### config.mk
export PLATFORM = sky130hd
export DESIGN_NAME = l2l1_reply_router
export DESIGN_NICKNAME = d
export VERILOG_FILES = /design/src/rtl/rr_pkg.sv /design/src/rtl/rr_classify.sv /design/src/rtl/rr_outreg.sv /design/src/rtl/l2l1_reply_router.sv
export SDC_FILE = /design/constraint.sdc
export NUM_CORES = 1
export LEC_CHECK = 0
export ABC_CLOCK_PERIOD_IN_PS = 2300
export BUFFER_PORTS_ARGS = -buffer_cell sky130_fd_sc_hd__buf_4
export CORE_UTILIZATION = 44
export CTS_CLUSTER_SIZE = 30
export DETAILED_ROUTE_END_ITERATION = 7
export PLACE_DENSITY = 0.81
export SLEW_MARGIN = 10
export SYNTH_ARGS = -nofsm -noshare
export SYNTH_HDL_FRONTEND = slang
export SYNTH_SLANG_ARGS = --single-unit
### constraint.sdc
create_clock -name clk -period 2.3 [get_ports clk]
set_clock_uncertainty 0.15 [all_clocks]
set_input_delay 0.23 -clock clk [delete_from_list [all_inputs] [get_ports clk]]
set_output_delay 0.23 -clock clk [all_outputs]
set_load 0.02 [all_outputs]
### src/rtl/rr_pkg.sv
// Package: shared types of the L2-to-L1 reply router.
package rr_pkg;
    // Outcome chosen for the reply at the input.
    typedef enum logic [2:0] {
        RT_NONE    = 3'd0,
        RT_RELEASE = 3'd1,
        RT_GPERF   = 3'd2,
        RT_IQ      = 3'd3,
        RT_DQ      = 3'd4
    } route_e;
endpackage

### src/rtl/rr_classify.sv
// Module: rr_classify
// Picks the outcome of the offered reply by a fixed priority: prefetch,
// then L1 write hit, then missing L1 entry, then fetch type. It also
// derives ready. Assumes that flags are only meaningful while vld is high.
module rr_classify
    import rr_pkg::*;
(
    input  logic   vld,
    input  logic   pref,
    input  logic   l1wh,
    input  logic   has_mshr,
    input  logic   ifetch,
    input  logic   iq_full,
    input  logic   dq_full,
    output route_e route,
    output logic   rdy
);
    logic blocked;

    // Priority classification of the offered reply.
    always_comb begin
        route = RT_NONE;
        if (vld) begin
            if (pref)
                route = RT_RELEASE;
            else if (l1wh)
                route = RT_RELEASE;
            else if (!has_mshr)
                route = RT_GPERF;
            else if (ifetch)
                route = RT_IQ;
            else
                route = RT_DQ;
        end
    end

    // Back-pressure only when the needed queue is full.
    always_comb begin
        blocked = ((route == RT_IQ) && iq_full) || ((route == RT_DQ) && dq_full);
        rdy     = !blocked;
    end
endmodule

### src/rtl/rr_outreg.sv
// Module: rr_outreg
// Turns an accepted outcome into a one-cycle registered pulse and captures
// the reply payload. The progress field is cleared for queue pushes.
// Assumes accept is high only when route is not RT_NONE.
module rr_outreg
    import rr_pkg::*;
#(
    parameter int TAG_W  = 8,
    parameter int PROG_W = 4
) (
    input  logic              clk,
    input  logic              rst_n,
    input  logic              accept,
    input  route_e            route,
    input  logic [TAG_W-1:0]  tag,
    input  logic [PROG_W-1:0] prog,
    output logic              iq_push,
    output logic              dq_push,
    output logic              gperf,
    output logic              release_p,
    output logic [TAG_W-1:0]  tag_q,
    output logic [PROG_W-1:0] prog_q
);
    localparam logic [PROG_W-1:0] PROG_CLR = '0;

    logic fwd;

    // Marks outcomes that enter an L1 queue.
    always_comb fwd = (route == RT_IQ) || (route == RT_DQ);

    // Outcome pulses: one cycle, only after an acceptance.
    always_ff @(posedge clk) begin
        if (!rst_n) begin
            iq_push   <= 1'b0;
            dq_push   <= 1'b0;
            gperf     <= 1'b0;
            release_p <= 1'b0;
        end else begin
            iq_push   <= accept && (route == RT_IQ);
            dq_push   <= accept && (route == RT_DQ);
            gperf     <= accept && (route == RT_GPERF);
            release_p <= accept && (route == RT_RELEASE);
        end
    end

    // Payload capture on acceptance; progress restarts for forwarded replies.
    always_ff @(posedge clk) begin
        if (!rst_n) begin
            tag_q  <= '0;
            prog_q <= '0;
        end else if (accept) begin
            tag_q  <= tag;
            prog_q <= fwd ? PROG_CLR : prog;
        end
    end
endmodule

### src/rtl/l2l1_reply_router.sv
// Module: l2l1_reply_router (top)
// Routes completed L2 replies to release, global perform, or one of two
// L1 reply queues. Assumes that the source keeps a reply and its flags
// stable while rsp_vld is high and rsp_rdy is low.
module l2l1_reply_router
    import rr_pkg::*;
#(
    parameter int TAG_W  = 8,
    parameter int PROG_W = 4
) (
    input  logic              clk,
    input  logic              rst_n,
    input  logic              rsp_vld,
    input  logic              rsp_pref,
    input  logic              rsp_l1wh,
    input  logic              rsp_has_mshr,
    input  logic              rsp_ifetch,
    input  logic [TAG_W-1:0]  rsp_tag,
    input  logic [PROG_W-1:0] rsp_prog,
    input  logic              iq_full,
    input  logic              dq_full,
    output logic              rsp_rdy,
    output logic              iq_push,
    output logic              dq_push,
    output logic [TAG_W-1:0]  fwd_tag,
    output logic [PROG_W-1:0] fwd_prog,
    output logic              gperf_pulse,
    output logic              release_pulse
);
    route_e route;
    logic   accept;

    rr_classify u_cls (
        .vld      (rsp_vld),
        .pref     (rsp_pref),
        .l1wh     (rsp_l1wh),
        .has_mshr (rsp_has_mshr),
        .ifetch   (rsp_ifetch),
        .iq_full  (iq_full),
        .dq_full  (dq_full),
        .route    (route),
        .rdy      (rsp_rdy)
    );

    // Handshake: the reply is taken when offered and not blocked.
    always_comb accept = rsp_vld && rsp_rdy;

    rr_outreg #(.TAG_W(TAG_W), .PROG_W(PROG_W)) u_out (
        .clk       (clk),
        .rst_n     (rst_n),
        .accept    (accept),
        .route     (route),
        .tag       (rsp_tag),
        .prog      (rsp_prog),
        .iq_push   (iq_push),
        .dq_push   (dq_push),
        .gperf     (gperf_pulse),
        .release_p (release_pulse),
        .tag_q     (fwd_tag),
        .prog_q    (fwd_prog)
    );
endmodule

==> impl_metrics.json, run 1 <==
{
  "core_area_um2": 1334,
  "io_pins": 38,
  "synth_cell_types": 17,
  "cp.required_ps": 2370,
  "hold_class": "input pin to flop",
  "rsz0062_at_grt": "no",
  "grt_pass1_vias": 486,
  "cts_tree": "done",
  "antenna_found_initial": 0,
  "synth_edf_count": 0,
  "worstPathArrival_ps": 2020,
  "critPathKind": "input pin to flop",
  "avgSynthCellArea_um2": 9.568,
  "grt_start_max_net_pins": 27,
  "crit_path_end_kind": "flop",
  "die_x_um": 40.46,
  "nNetsFinal": 131,
  "dp_hpwl_um": 1009,
  "clock_sinks": 16,
  "post-place-ws_ps": 730.5,
  "synthCells": 68,
  "rows": 13,
  "gr-total-overflow": 0,
  "yosysMostFrequentCell": "nand2_1",
  "die_area_um2": 1637,
  "ctsLongestPathBuffers": 2,
  "start_util_pct": 48.78,
  "p_per_area_nw_per_um2": 569.9,
  "ys_seq_elements": 16,
  "ant_nets": 0,
  "slowest_stage": "dlygate4sd3_1",
  "cts_buffers": 3,
  "synth_nets": 89,
  "drtIter0Drc": 17,
  "reg2reg_depth": 2,
  "outcome": "finished, final reports clean",
  "cpMostUsedCell": "dlygate4sd3_1",
  "async_reset_ff_share_pct": 0,
  "setup_viol": 0,
  "tns_ps": 0,
  "max-vdd-ir-drop_mv": 0.4028,
  "synth_flop_cell": "dfxtp_1",
  "synth_area_um2": 650.6,
  "slew_viol_final": 0,
  "vias_per_cell": 4.967,
  "period_share_pct": 84.76,
  "grt_pass1_wl_um": 2132,
  "totalWireLength_um": 1514,
  "post_cts_resized": 0,
  "wl_per_cell_um": 12.31,
  "clk-insertion-delay-late_ps": 290,
  "dr.pass1.iters": 4,
  "diodes": 0,
  "final_area_um2": 984.7,
  "tightest_slew_ps": 469.7,
  "synth.largest_area_cell": "dfxtp_1",
  "num_vias": 611,
  "cts_root_buf": "clkbuf_4",
  "layout-drive-gt1-share_pct": 40.74,
  "io_buffers": 37,
  "ctsHtreeMaxLevel": 1,
  "postPlaceCellArea_um2": 912.1,
  "yosysSeqAreaShare_pct": 49.23,
  "yosys-top-cells-area": "dfxtp_1, nand2_1, mux2i_1, nand3_1, a21boi_4",
  "fp.dieH_um": 40.46,
  "setup_ws_ps": 350.4,
  "period_minus_slack_ps": 1950,
  "drv_cap": 0,
  "grtUsageTotal_pct": 20.75,
  "drc": 0,
  "hold_violations": 0,
  "gp_congestion": 0.6832,
  "synth.top_cell.area_share_pct": 49.23,
  "yosys_warnings": 0,
  "cp_slowest_stage_delay_ps": 580,
  "synth_commonest_cells": "nand2_1, dfxtp_1, mux2i_1, nand3_1, o22ai_1",
  "path_max_fanout": 7,
  "cts.clk_slew.worst_paths_ps": 90,
  "relSlewSlack_pct": 68.61,
  "syn_to_final_growth_pct": 51.35,
  "fmax_mhz": 512.9,
  "p_leak_nw": 0.4763,
  "path_cells": "dlygate4sd3_1 > buf_4 > and4bb_4 > nand3_1 > nor3_1 > dlygate4sd3_1",
  "reg2reg_slack_ps": 1510,
  "whs_path_depth": 3,
  "p_total_mw": 0.5611,
  "start_kind": "input pin"
}
path summary, 6_finish.rpt:
kind	start	to
worst min register to register	u_out.tag_q[4]	u_out.tag_q[4]
worst max register to register	u_out.tag_q[7]	u_out.tag_q[7]
worst max-delay path	rsp_has_mshr	u_out.dq_push
worst min-delay path	rsp_tag[1]	u_out.tag_q[1]
registers in the layout, indices dropped and copies added (netlist names):
register	cells
u_out.release_p	1
u_out.iq_push	1
u_out.prog_q	4
u_out.gperf	1
u_out.dq_push	1
u_out.tag_q	8
per-layer routing:
layer | wire length, µm | up-vias | GRT usage, %
li1 | - | 315 | -
met1 | 620 | 268 | 24.25
met2 | 775 | 24 | 33.73
met3 | 81 | 4 | 5.000
met4 | 36 | 0 | 12.50
met5 | 0 | - | 0
report_power, final:
part	total (mW)	switching (mW)	leakage, nW	internal, mW
clock	0.146	0.0853	0.0138	0.0608
sequential	0.298	0.00687	0.132	0.292
combinational	0.117	0.0556	0.331	0.0610
per-stage QoR:
| step | cells | utilization (%) | hold WS (ps) |
|---|---|---|---|
| floorplan | 68 | - | 156.1 |
| global placement | 115 | 68.39 | 253.4 |
| detailed placement | 115 | 68.39 | 257.2 |
| CTS | 123 | 73.83 | 30.76 |
| global route | 123 | 73.83 | 34.16 |
| finish | 123 | 73.83 | 39.48 |
critical path: cells and delay by family:
family	cells	cell delay, ps
buf+inv	3	1220
simple gates	3	570
layout make-up:
cell class | instances | area [µm²]
tap | 15 | 18.77
fill | 107 | 349.1
multi-input combinational | 47 | 295.3
sequential | 16 | 320.3
timing repair buffer | 42 | 327.8
clock buffer | 3 | 22.52
placed cells by master (no fill, tap or decap):
| cell type | instances |
|---|---|
| nor2_1 | 2 |
| nand2_1 | 22 |
| dlygate4sd3_1 | 5 |
| clkbuf_4 | 3 |
| buf_4 | 37 |
| nor3_1 | 1 |
| o22ai_1 | 3 |
| nor3b_1 | 1 |
| dfxtp_1 | 16 |
| nor4_1 | 1 |
| mux2i_1 | 8 |
| nand3_1 | 5 |
| o22ai_2 | 1 |
| mux2_4 | 1 |
| a21boi_4 | 1 |
| and4bb_4 | 1 |
cells by family after synthesis:
family | synth area share (%)
AND/OR/NAND/NOR | 23.08
flip-flops | 49.23
multiplexers | 14.62
AO/OA/AOI/OAI | 7.693
buffers and inverters | 5.384
repair_timing:
item	4_1_cts	5_1_grt
hold buffers	5	0
setup buffers	0	0
hold endpoints to repair	3	0
No activity file was read; power rests on OpenSTA's default activity.
==> run 2, diff against run 1 <==
Settings changed: ABC_CLOCK_PERIOD_IN_PS 2300 to 1900, CORE_UTILIZATION 44 to 41, PLACE_DENSITY 0.81 to 0.76.
Clock period 2.3 ns to 1.9 ns, I/O delays scaled along.
==> impl_metrics.json, run 2 (synthesis gave the netlist of run 1 again) <==
{
  "grt_pass1_wl_um": 2242,
  "start_util_pct": 43.70,
  "fp.dieH_um": 41.84,
  "ctsLongestPathBuffers": 2,
  "p_per_area_nw_per_um2": 660.4,
  "totalWireLength_um": 1477,
  "outcome": "finished, violations left",
  "core_area_um2": 1489,
  "setup_viol": 0,
  "ctsHtreeMaxLevel": 1,
  "final_common_cell": "buf_4",
  "max-vdd-ir-drop_mv": 0.4203,
  "die_x_um": 41.84,
  "io_buffers": 37,
  "cp_top_family": "buffers and inverters",
  "largest_register_ffs": 8,
  "cts_root_buf": "clkbuf_4",
  "path_max_fanout": 5,
  "clk-insertion-delay-late_ps": 280,
  "drtIter0Drc": 12,
  "hold_class": "input pin to flop",
  "setup_ws_ps": 76.78,
  "top_usage_layer": "met2",
  "reg2reg_slack_ps": 1160,
  "crit_path_end_kind": "flop",
  "nNetsFinal": 136,
  "met3_usage_pct": 4.348,
  "layout-drive-gt1-share_pct": 40.71,
  "hold_violations": 1,
  "period_share_pct": 95.96,
  "cp_slowest_stage_delay_ps": 560,
  "clock_sinks": 16,
  "slowest_stage": "dlygate4sd3_1",
  "tightest_slew_ps": 464.5,
  "post_cts_resized": 0,
  "final_area_um2": 1031,
  "vias_per_cell": 4.775,
  "crit_cells": 6,
  "cts.clk_slew.worst_paths_ps": 90,
  "rsz0062_at_grt": "no",
  "met2_usage_pct": 27.50,
  "wl_per_cell_um": 11.45,
  "tns_ps": 0,
  "drv_cap": 0,
  "cts_buffers": 3,
  "start_kind": "input pin",
  "reg2reg_depth": 2,
  "period_minus_slack_ps": 1823,
  "grt_pass1_vias": 533,
  "worstPathArrival_ps": 1900,
  "relSlewSlack_pct": 68.95,
  "diodes": 0,
  "grtUsageTotal_pct": 17.27,
  "postPlaceCellArea_um2": 913.4,
  "finalHoldWorstSlack_ps": -0.1140,
  "gp_congestion": 0.6195,
  "fmax_mhz": 548.5,
  "cp-endpoint": "u_out.dq_push",
  "drc": 0,
  "grt_start_max_net_pins": 27,
  "reg_top3": "u_out.tag_q x8, u_out.prog_q x4",
  "antenna_found_initial": 0,
  "num_vias": 616,
  "p_leak_nw": 0.4996,
  "path_cells": "dlygate4sd3_1 > buf_4 > and4bb_4 > nand3_1 > nor3_1 > dlygate4sd3_1",
  "die_area_um2": 1750,
  "critPathKind": "input pin to flop",
  "dr.pass1.iters": 4,
  "critPathBufInv": 3,
  "gr-total-overflow": 0,
  "cpMostUsedCell": "dlygate4sd3_1",
  "violations": "negative hold slack",
  "fillers": 133,
  "slew_viol_final": 0,
  "cp.required_ps": 1980,
  "cts_tree": "done",
  "timing.rr.start": "u_out.prog_q[3]",
  "p_total_mw": 0.6808,
  "rows": 14,
  "grt_use_met1_pct": 20.27,
  "syn_to_final_growth_pct": 58.46,
  "rr_endpoint": "u_out.prog_q[3]",
  "startpoint": "rsp_has_mshr",
  "final_cell_mix": "buf_4, nand2_1, dfxtp_1, mux2i_1, dlygate4sd3_1",
  "regMostFlops": "u_out.tag_q",
  "io_pins": 38,
  "post-place-ws_ps": 384.7,
  "ant_nets": 0
}
run 2: final cells by class:
type | count | area [µm²] | share of cell area (%)
flip-flops and latches | 16 | 320.3 | 31.07
well taps | 16 | 20.02 | 1.942
multi-input cells | 47 | 295.3 | 28.64
repair buffers | 47 | 372.9 | 36.17
clock buffers | 3 | 22.52 | 2.184
run 2: worst min-delay path by stage:
stage	depth (start not counted)	startpoint	endpoint
3_5_place_dp	2	rsp_has_mshr	u_out.gperf
4_1_cts	3	rsp_tag[1]	u_out.tag_q[1]
3_3_place_gp	2	dq_full	u_out.dq_push
2_1_floorplan	1	iq_full	u_out.iq_push
5_1_grt	3	rsp_tag[5]	u_out.tag_q[5]
6_report	3	rsp_pref	u_out.release_p
run 2: repair_timing:
action / in CTS / in global routing
buffers inserted: 0 / 2
hold endpoints to repair: 4 / 2
hold buffers: 6 / 2
setup endpoints to repair: 0 / 1
run 2: metal layers:
layer  wire [µm]  vias up
met5           0        -
met4          13        0
met3          73        2
met2         772       18
met1         617      278
li1            -      318
run 2: through the flow:
stage	utilization, %	cells	hold WS, ps
after floorplan	-	68	116.1
after global placement	61.34	116	214.7
after detailed placement	61.34	116	220.0
after CTS	66.89	125	0.4989
after global routing	69.24	129	2.030
final	69.24	129	-0.1140
run 2: report_power, final:
part           internal, mW  total, mW  switching (mW)
logic                0.0791      0.147          0.0674
clock network        0.0735      0.173          0.0999
registers             0.353      0.361         0.00808
total                 0.505      0.681           0.175
run 2: worst min-delay path, delay by kind of cell:
kind                   cells  cell delay [ps]
buffers and inverters      1               90
AND/OR/NAND/NOR            2              120
